File: src/rtl/ppm_pkg.sv
package ppm_pkg;
  typedef enum logic {
    CNT_BITS   = 1'b0,
    CNT_BLOCKS = 1'b1
  } cnt_mode_e;

  typedef enum logic {
    LIM_WRAP = 1'b0,
    LIM_HOLD = 1'b1
  } lim_mode_e;
endpackage

File: src/rtl/ppm_frame_accum.sv
module ppm_frame_accum #(
  parameter int BIP_W = 8
) (
  input  logic             clk,
  input  logic             rst_n,
  input  logic             beat,
  input  logic [BIP_W-1:0] data,
  input  logic             sof,
  input  logic             pay,
  input  logic             parmark,
  output logic             cmp_go,
  output logic [BIP_W-1:0] cmp_ref,
  output logic [BIP_W-1:0] cmp_rx
);
  logic [BIP_W-1:0] acc_q;
  logic [BIP_W-1:0] prev_q;
  logic             started_q;
  logic             ok_q;
  logic [BIP_W-1:0] pay_bits;
  logic             ok_eff;

  // A start byte closes the running frame, so its reference is the live accumulator.
  assign pay_bits = pay ? data : '0;
  assign ok_eff   = sof ? started_q : ok_q;
  assign cmp_ref  = sof ? acc_q : prev_q;
  assign cmp_rx   = data;
  assign cmp_go   = beat && parmark && ok_eff;

  always_ff @(posedge clk) begin
    if (!rst_n) begin
      acc_q     <= '0;
      prev_q    <= '0;
      started_q <= 1'b0;
      ok_q      <= 1'b0;
    end else if (beat) begin
      if (sof) begin
        prev_q    <= acc_q;
        acc_q     <= pay_bits;
        started_q <= 1'b1;
        ok_q      <= started_q && !parmark;
      end else begin
        acc_q <= acc_q ^ pay_bits;
        if (parmark) ok_q <= 1'b0;
      end
    end
  end
endmodule

File: src/rtl/ppm_cmp.sv
module ppm_cmp
  import ppm_pkg::*;
#(
  parameter int BIP_W = 8,
  localparam int AMT_W = $clog2(BIP_W + 1)
) (
  input  logic             clk,
  input  logic             rst_n,
  input  logic             go,
  input  logic [BIP_W-1:0] ref_par,
  input  logic [BIP_W-1:0] rx_par,
  input  cnt_mode_e        mode,
  output logic             inc_vld,
  output logic [AMT_W-1:0] inc_amt
);
  logic [BIP_W-1:0] diff;
  logic [AMT_W-1:0] ones;
  logic [AMT_W-1:0] amt_d;

  for (genvar g = 0; g < BIP_W; g++) begin : g_lane
    assign diff[g] = ref_par[g] ^ rx_par[g];
  end

  always_comb begin
    ones = '0;
    for (int i = 0; i < BIP_W; i++) ones = ones + AMT_W'(diff[i]);
  end

  assign amt_d = (mode == CNT_BLOCKS) ? AMT_W'(|diff) : ones;

  always_ff @(posedge clk) begin
    if (!rst_n) begin
      inc_vld <= 1'b0;
      inc_amt <= '0;
    end else begin
      inc_vld <= go;
      inc_amt <= go ? amt_d : '0;
    end
  end
endmodule

File: src/rtl/ppm_err_cnt.sv
module ppm_err_cnt
  import ppm_pkg::*;
#(
  parameter int CNT_W = 16,
  parameter int AMT_W = 4,
  localparam int SUM_W = CNT_W + 1
) (
  input  logic             clk,
  input  logic             rst_n,
  input  logic             inc_vld,
  input  logic [AMT_W-1:0] inc_amt,
  input  logic             pm_tick,
  input  lim_mode_e        lim,
  output logic [CNT_W-1:0] run_cnt,
  output logic [CNT_W-1:0] hold_cnt
);
  logic [CNT_W-1:0] base;
  logic [SUM_W-1:0] sum;
  logic [CNT_W-1:0] nxt;

  always_comb begin
    base = pm_tick ? '0 : run_cnt;
    sum  = {1'b0, base} + SUM_W'(inc_amt);
    if (!inc_vld)        nxt = base;
    else if (sum[CNT_W]) nxt = (lim == LIM_HOLD) ? '1 : sum[CNT_W-1:0];
    else                 nxt = sum[CNT_W-1:0];
  end

  always_ff @(posedge clk) begin
    if (!rst_n) begin
      run_cnt  <= '0;
      hold_cnt <= '0;
    end else begin
      run_cnt <= nxt;
      if (pm_tick) hold_cnt <= run_cnt;
    end
  end
endmodule

File: src/rtl/path_parity_mon.sv
module path_parity_mon
  import ppm_pkg::*;
#(
  parameter int BIP_W = 8,
  parameter int CNT_W = 16
) (
  input  logic             clk,
  input  logic             rst_n,
  input  logic             s_valid,
  output logic             s_ready,
  input  logic [BIP_W-1:0] s_data,
  input  logic             s_sof,
  input  logic             s_pay,
  input  logic             s_parmark,
  input  logic             cfg_blk_mode,
  input  logic             cfg_saturate,
  input  logic             pm_tick,
  output logic [CNT_W-1:0] hold_count
);
  localparam int AMT_W = $clog2(BIP_W + 1);

  logic             beat;
  logic             cmp_go;
  logic [BIP_W-1:0] cmp_ref;
  logic [BIP_W-1:0] cmp_rx;
  logic             inc_vld;
  logic [AMT_W-1:0] inc_amt;
  logic [CNT_W-1:0] run_cnt;
  cnt_mode_e        mode;
  lim_mode_e        lim;

  assign s_ready = 1'b1;
  assign beat    = s_valid && s_ready;
  assign mode    = cnt_mode_e'(cfg_blk_mode);
  assign lim     = lim_mode_e'(cfg_saturate);

  ppm_frame_accum #(.BIP_W(BIP_W)) u_acc (
    .clk(clk), .rst_n(rst_n), .beat(beat), .data(s_data), .sof(s_sof),
    .pay(s_pay), .parmark(s_parmark), .cmp_go(cmp_go), .cmp_ref(cmp_ref),
    .cmp_rx(cmp_rx)
  );

  ppm_cmp #(.BIP_W(BIP_W)) u_cmp (
    .clk(clk), .rst_n(rst_n), .go(cmp_go), .ref_par(cmp_ref), .rx_par(cmp_rx),
    .mode(mode), .inc_vld(inc_vld), .inc_amt(inc_amt)
  );

  ppm_err_cnt #(.CNT_W(CNT_W), .AMT_W(AMT_W)) u_cnt (
    .clk(clk), .rst_n(rst_n), .inc_vld(inc_vld), .inc_amt(inc_amt),
    .pm_tick(pm_tick), .lim(lim), .run_cnt(run_cnt), .hold_cnt(hold_count)
  );
endmodule

File: config.mk
export PLATFORM = sky130hd
export DESIGN_NAME = path_parity_mon
export DESIGN_NICKNAME = d
export VERILOG_FILES = /design/src/rtl/ppm_pkg.sv /design/src/rtl/ppm_frame_accum.sv /design/src/rtl/ppm_cmp.sv /design/src/rtl/ppm_err_cnt.sv /design/src/rtl/path_parity_mon.sv
export SDC_FILE = /design/constraint.sdc
export NUM_CORES = 1
export LEC_CHECK = 0
export CAP_MARGIN = 20
export CELL_PAD_IN_SITES_DETAIL_PLACEMENT = 1
export CELL_PAD_IN_SITES_GLOBAL_PLACEMENT = 2
export CORE_ASPECT_RATIO = 0.8
export CORE_MARGIN = 2
export CORE_UTILIZATION = 35
export CTS_BUF_LIST = sky130_fd_sc_hd__clkbuf_16
export DETAILED_ROUTE_END_ITERATION = 7
export PLACE_DENSITY = 0.92
export SKIP_CTS_REPAIR_TIMING = 1
export SLEW_MARGIN = 10
export SYNTH_ARGS = -nofsm -noshare
export SYNTH_HDL_FRONTEND = slang
export SYNTH_SLANG_ARGS = --single-unit
File: constraint.sdc
create_clock -name clk -period 5.1 [get_ports clk]
set_clock_uncertainty 0.15 [all_clocks]
set_input_delay 1.02 -clock clk [delete_from_list [all_inputs] [get_ports clk]]
set_output_delay 1.02 -clock clk [all_outputs]
set_load 0.05 [all_outputs]
==> run summary, run 1 <==
Placed cell areas = 3310 um^2
Die Height = 86.0 um
Synth Area per Inst = 9.08 um^2
Syn Nets = 354
Rel. slew slack = 51.3%
Final period utilization = 87.0%
Net switching power = 211 uW
Ant. Diodes = 0
GR Overflow Total = 0
Fmax achieved = 225 MHz
Total leakage power = 1.35 nW
Synth Cell Area = 2940 um^2
CP Depth = 11
Tot GR Track Use = 16.4%
Final Setup Violations = 0
Seq cells post-synth = 55
Reg2reg path depth = 9
Switching Share = 24.2%
RSZ-0062 raised after global routing = false
Initial Util = 36.5%
Detailed Routing Iterations Pass 1 = 4
Int Power = 659 uW
Via count = 2426
Layout cells sized above 1 = 6.61%
Area leader, netlist = dfxtp_1
CTS tree = yes
Port bufs = 32
WP data arrival = 4.51 ns
DP HPWL = 5.26 mm
Clock Latency Late Sink = 0.29 ns
Clock network power share = 36.3%
Post-synth EDFFs = 0
Top FF cell, synth = dfxtp_1
Data required, critical path = 5.17 ns
Cell Pwr Density = 253 nW/um^2
CP Class = in2reg
Min Tclk post-route = 4.44 ns
TNS Setup = 0 ns
Crit-path max cell delay = 0.58 ns
Top cell type's share of synthesized area = 37.4%
Worst-Margin Slew = 0.729 ns
Clock-pin slew on the worst setup and hold paths = 0.07 ns
Gate power share = 13.3%
TritonCTS buffer count = 5
Area Growth Syn to Fin = 17.1%
Final Cell Area = 3440 um^2
Max-slew violation count = 0
CTS H-Tree Depth = 2
Post-route ant nets = 0
Vias/cell = 5.32
CP max-delay cell = clkdlybuf4s50_1
Row cnt = 29
Nets = 379
Critical Path Most Common Cell = fa_1
Fraction of registers with async set/reset = 0%
MaxCap Viol Count = 0
Status = completed
Worst hold path type = reg2reg
Worst path buffer plus inverter count = 3
Seq/Total Area, Yosys = 37.4%
Post-synthesis cell count = 324
Setup crit end kind = flip-flop
WL final = 7.15 mm
Clock sink count = 55
WL/cell = 15.7 um
CP Cell Sequence = clkdlybuf4s50_1, mux2i_1, xnor2_1, inv_1, ha_1, fa_1, fa_1, fa_1, inv_1, fa_1, nor2_1
Yosys cell types = 57
First DRT Iteration DRCs = 68
Critical path startpoint category = primary input
DRC viols = 0
Total Power = 871 uW
Synth Warn # = 0
Min-Delay Path Depth = 2
Via count of the first global-routing pass = 2523
Core Box Area = 8060 um^2
Maximum vdd drop = 133 uV
Max clock buf depth = 2
Sequential power share = 50.4%
Initial antenna violation count = 0
Crit-path leading delay family = adder cells
Largest net degree at the start of global routing = 31
# IOs = 34
Die X = 106 um
Top post-synthesis cells by area = dfxtp_1 (37%), mux2i_1 (8.9%), a21oi_1 (5.8%), xnor2_1 (3.6%), fa_1 (3.4%)
Fin. Hold Viols = 0
Die area = 9150 um^2
First-pass GRT wire length = 12.2 mm
Worst Path Max Fanout = 4
Routability congestion estimate = 0.807
CTS root buffer = clkbuf_16
-- synthesized netlist by cell type (4+ instances only) --
library cell and count:
nor3_1 6, inv_1 16, nand2_1 25, and3_1 4, mux2i_1 26, dfxtp_1 55, fa_1 5, nor2_1 24
o21ai_0 12, clkbuf_1 6, nand3_1 9, nand2b_1 9, buf_6 4, xnor2_1 12, nor2b_1 9, ha_1 8
a21oi_1 34
-- metal layers --
| layer | share of wire (%) | vias to the layer above | track usage [%] |
|---|---|---|---|
| met5 | 0 | - | 0 |
| met4 | 1.0 | 0 | 4.49 |
| met3 | 2.6 | 5 | 2.20 |
| met2 | 48 | 28 | 28.0 |
| met1 | 49 | 1213 | 22.0 |
| li1 | - | 1180 | - |
-- power groups by stage --
stage / Combinational [mW] / Clock (mW) / Sequential (mW)
after floorplan: 0.0821 / 0 / 0.447
after global placement: 0.110 / 0 / 0.448
after detailed placement: 0.115 / 0 / 0.449
after CTS: 0.117 / 0.330 / 0.439
after global routing: 0.131 / 0.345 / 0.439
final: 0.115 / 0.316 / 0.439
-- stage by stage --
stage / hold WS (ns) / util (%) / setup slack [ns] / std cells
final: 0.308 / 42.7 / 0.662 / 456
after detailed placement: 0.301 / 41.1 / 0.418 / 450
after CTS: 0.311 / 42.7 / 0.657 / 456
after global placement: 0.290 / 41.1 / 0.475 / 450
after floorplan: 0.286 / - / 0.706 / 324
after global routing: 0.333 / 42.7 / 0.447 / 456
-- kinds of logic after synthesis --
kind of cell / share of synthesized area, %
AO/OA/AOI/OAI: 15.0
XOR/XNOR: 4.17
adder cells (fa/ha/maj): 6.81
buffers and inverters: 5.83
flip-flops: 37.4
multiplexers: 9.23
other: 0.128
AND/OR/NAND/NOR: 21.4
-- cells in the final DEF (no fill, tap or decap), types with 2 or more instances in the layout --
master           instances
a311oi_1                 2
nand4_1                  3
ha_1                     8
a211oi_1                 3
buf_4                    4
and2_1                   2
mux2i_1                 26
a211oi_2                 2
o31a_1                   2
fa_1                     5
nor2b_1                  9
xor2_1                   2
clkbuf_16                5
nand3b_1                 2
xnor2_1                 12
nor3_1                   6
o21ai_0                 12
nand4b_4                 2
nor3b_1                  2
a21oi_1                 34
nand3_1                  9
and3_1                   4
inv_1                   17
nand2b_1                 9
dfxtp_1                 55
nor4_1                   2
nor2_1                  24
a31oi_1                  3
clkdlybuf4s50_1         32
nand2_1                 25
-- flip-flops by register name (all words and copies together), names as in the netlist --
signal and cells:
u_cmp.inc_amt 4, u_cmp.inc_vld 1, u_acc.started_q 1, u_cnt.hold_cnt 16, u_acc.acc_q 8, u_cnt.run_cnt 16, u_acc.prev_q 8, u_acc.ok_q 1
-- cell type report --
cell class	instances	area (um^2)
inverters	16	60.1
multi-input cells	235	1670
flip-flops and latches	55	1100
repair buffers	36	350
clock inverters	1	3.75
fillers	962	4610
well taps	108	135
clock buffers	5	125
-- final timing paths --
path / slack, ns / end / start
max: 0.66 / u_cmp.inc_amt[1] / s_sof
min: 0.31 / u_acc.prev_q[6] / u_acc.prev_q[6]
max reg2reg: 1.71 / u_cmp.inc_amt[1] / u_acc.acc_q[0]
min reg2reg: 0.31 / u_acc.prev_q[6] / u_acc.prev_q[6]
-- tightest hold or removal path: stages (launching register included) --
cell and delay [ns]:
dfxtp_1 0.31, nand2_1 0.05, a21oi_1 0.05
Power figures use the tool's default switching activity.
==> inputs of run 2 (changes only) <==
- ABC_AREA: default -> 1
- CORE_UTILIZATION: 35 -> 32
==> run 2 against run 1 <==
Effect of this change: cell count is 23% higher; critical path depth is 1 higher; register-to-register slack worse by 0.12 ns; first-iteration DRC count is 43% higher; area after synthesis is 2.0% higher; routed wire length is 8.6% higher; sequential power is 3% higher; die area is 11% higher; highest routed layer unchanged.
==> run summary, run 2 <==
Row cnt = 31 (+6.9%)
Fmax achieved = 220 MHz (-2.3%)
Placed cell areas = 3390 um^2 (+2.3%)
WP data arrival = 4.62 ns (+0.11 ns)
Post-route ant nets = 0 (unchanged)
Max-slew violation count = 0 (unchanged)
Largest net degree at the start of global routing = 35 (+13%)
Maximum vdd drop = 145 uV (+8.4%)
Routability congestion estimate = 0.786 (-2.5%)
Vias/cell = 4.87 (-8.4%)
Data required, critical path = 5.18 ns (about the same)
CP Cell Sequence = clkdlybuf4s50_1, inv_1, o21ai_0, xor2_1, inv_1, ha_1, fa_1, fa_1, fa_1, inv_1, fa_1, nor2_1
CP max-delay cell = fa_1
GR Overflow Total = 0 (unchanged)
Nets = 474 (+25%)
Critical path startpoint category = primary input
Worst Path Max Fanout = 10 (+6)
Port bufs = 32 (unchanged)
Synth Warn # = 0 (unchanged)
Max clock buf depth = 2 (unchanged)
Setup crit end kind = flip-flop
Top FF cell, synth = dfxtp_1
DP HPWL = 5.70 mm (+8.3%)
Clock Latency Late Sink = 0.29 ns (about the same)
TNS Setup = 0 ns (unchanged)
Gate power share = 17.1% (+3.8 points)
Die X = 112 um (+5.4%)
Sequential power share = 44.6% (-5.8 points)
Fraction of registers with async set/reset = 0% (unchanged)
Fin. Hold Viols = 0 (unchanged)
Min Tclk post-route = 4.54 ns (+0.102 ns)
Clock network power share = 38.3% (+2.0 points)
Seq cells post-synth = 55 (unchanged)
Met1 usage = 21.4% (-0.55 points)
CTS H-Tree Depth = 2 (unchanged)
Die Height = 90.6 um (+5.3%)
Ant. Diodes = 0 (unchanged)
Int Power = 737 uW (+12%)
Synth Area per Inst = 7.14 um^2 (-21%)
Area leader, netlist = dfxtp_1
Critical Path Most Common Cell = fa_1
CTS tree = yes
Top post-synthesis cells by area = dfxtp_1 (37%), nand2_1 (8.6%), inv_1 (8.4%), nor2_1 (6.3%), o21ai_0 (5.0%)
Net switching power = 271 uW (+29%)
Core Util, Final = 39.1% (-3.6 points)
Worst-Margin Slew = 1.00 ns (+0.270 ns)
Die area = 10200 um^2 (+11%)
Core Box Area = 9080 um^2 (+13%)
Layout cells sized above 1 = 5.86% (-0.75 points)
Top-count cell post-synth = nand2_1
Final Setup Violations = 0 (unchanged)
Most common cell after layout, fill and taps aside = nand2_1
Top Registers = u_cnt.hold_cnt: 16 flops, u_cnt.run_cnt: 16 flops
TritonCTS buffer count = 5 (unchanged)
WL/cell = 13.9 um (-11%)
Total leakage power = 1.51 nW (+12%)
CP Class = in2reg
# IOs = 34 (unchanged)
Initial Util = 33.0% (-3.5 points)
Final Cell Area = 3550 um^2 (+3.1%)
Clock sink count = 55 (unchanged)
Post-synthesis cell count = 420 (+30%)
Top cell type's share of synthesized area = 36.7% (-0.72 points)
Total Power = 1.01 mW (+16%)
Cell Pwr Density = 284 nW/um^2 (+12%)
Tot GR Track Use = 15.6% (-0.77 points)
Yosys cell types = 35 (-39%)
Worst hold path type = reg2reg
Seq/Total Area, Yosys = 36.7% (-0.72 points)
Most Crowded Layer GR = met2
Clock-pin slew on the worst setup and hold paths = 0.07 ns (about the same)
Rel. slew slack = 33.3% (-18 points)
Detailed Routing Iterations Pass 1 = 4 (unchanged)
Crit-path max cell delay = 0.51 ns (-0.07 ns)
Via count = 2723 (+12%)
Via count of the first global-routing pass = 2755 (+9.2%)
DRC viols = 0 (unchanged)
Commonest cells in the netlist = nand2_1 (69), inv_1 (67), dfxtp_1 (55)
Status = completed
First DRT Iteration DRCs = 97 (+43%)
Synth Cell Area = 3000 um^2 (+2.0%)
Area Growth Syn to Fin = 18.4%
Post-synth EDFFs = 0 (unchanged)
First-pass GRT wire length = 13.0 mm (+7.1%)
MaxCap Viol Count = 0 (unchanged)
Final period utilization = 89.0% (+2.0 points)
Met2 GRT Util = 25.7% (-2.3 points)
WL final = 7.76 mm (+8.6%)
Most frequent cells in the layout = nand2_1 (69), inv_1 (68), dfxtp_1 (55), nor2_1 (50), clkdlybuf4s50_1 (32)
Switching Share = 26.9% (+2.7 points)
GRT met3 Usage = 2.75% (+0.55 points)
Initial antenna violation count = 0 (unchanged)
Syn Nets = 450 (+27%)
RSZ-0062 raised after global routing = false
CTS root buffer = clkbuf_16
run 2: changes by cell type in the layout (fill, tap and decap cells not counted), sizes merged, moves of 12 or more:
cell / delta
inv: +52
nand2: +48
nor2: +29
mux2i: -26
nand3: +17
o21ai: +17
xnor2: -12
xor2: +12
run 2: power groups by stage:
stage	clock, mW	combinational (mW)	sequential (mW)
finish	0.386	0.172	0.450
detailed placement	0	0.173	0.460
global placement	0	0.164	0.460
floorplan	0	0.101	0.480
CTS	0.394	0.175	0.450
global route	0.415	0.195	0.452
run 2: critical path, delay by kind of cell:
kind            cells  cell delay [ns]
simple gates        1             0.12
xor+xnor            1             0.22
fa+ha+maj           5             2.18
compound gates      1             0.24
buf+inv             4             0.81
run 2: metal layers:
layer | wire (um) | vias up
li1 | - | 1390
met1 | 3940 | 1289
met2 | 3460 | 38
met3 | 301 | 6
met4 | 65 | 0
met5 | 0 | -
run 2: logic make-up (layout without fill, tap and decap cells):
logic type | count (synthesis) | in the layout | synth area share, %
other | 1 | 1 | 0.125
and+or+nand+nor | 176 | 176 | 26.8
adders and majority gates | 13 | 13 | 6.68
AOI/OAI and AO/OA | 73 | 73 | 13.5
buffers and inverters | 88 | 112 | 12.0
DFF | 55 | 55 | 36.7
xor gates and xnor gates | 14 | 14 | 4.09
run 2: final cells by class:
class / instances / area [um^2]
clock buffer: 5 / 125
clock inverter: 2 / 33.8
fill: 1167 / 5530
inverter: 70 / 268
multi-input combinational: 277 / 1540
sequential: 55 / 1100
tap: 115 / 144
timing repair buffer: 35 / 343
run 2: path summary, 6_finish.rpt:
kind	startpoint	end	slack [ns]	depth (start not counted)
min	u_cnt.run_cnt[2]	u_cnt.hold_cnt[2]	0.31	2
min reg2reg	u_cnt.run_cnt[2]	u_cnt.hold_cnt[2]	0.31	2
max	s_sof	u_cmp.inc_amt[1]	0.56	12
max reg2reg	u_acc.acc_q[0]	u_cmp.inc_amt[1]	1.59	11
run 2: metrics by stage:
stage	hold WS, ns	setup slack, ns	std cells
after detailed placement	0.302	0.224	552
after floorplan	0.285	0.855	420
final	0.312	0.560	559
after CTS	0.309	0.521	559
after global placement	0.294	0.359	552
after global routing	0.327	0.337	559
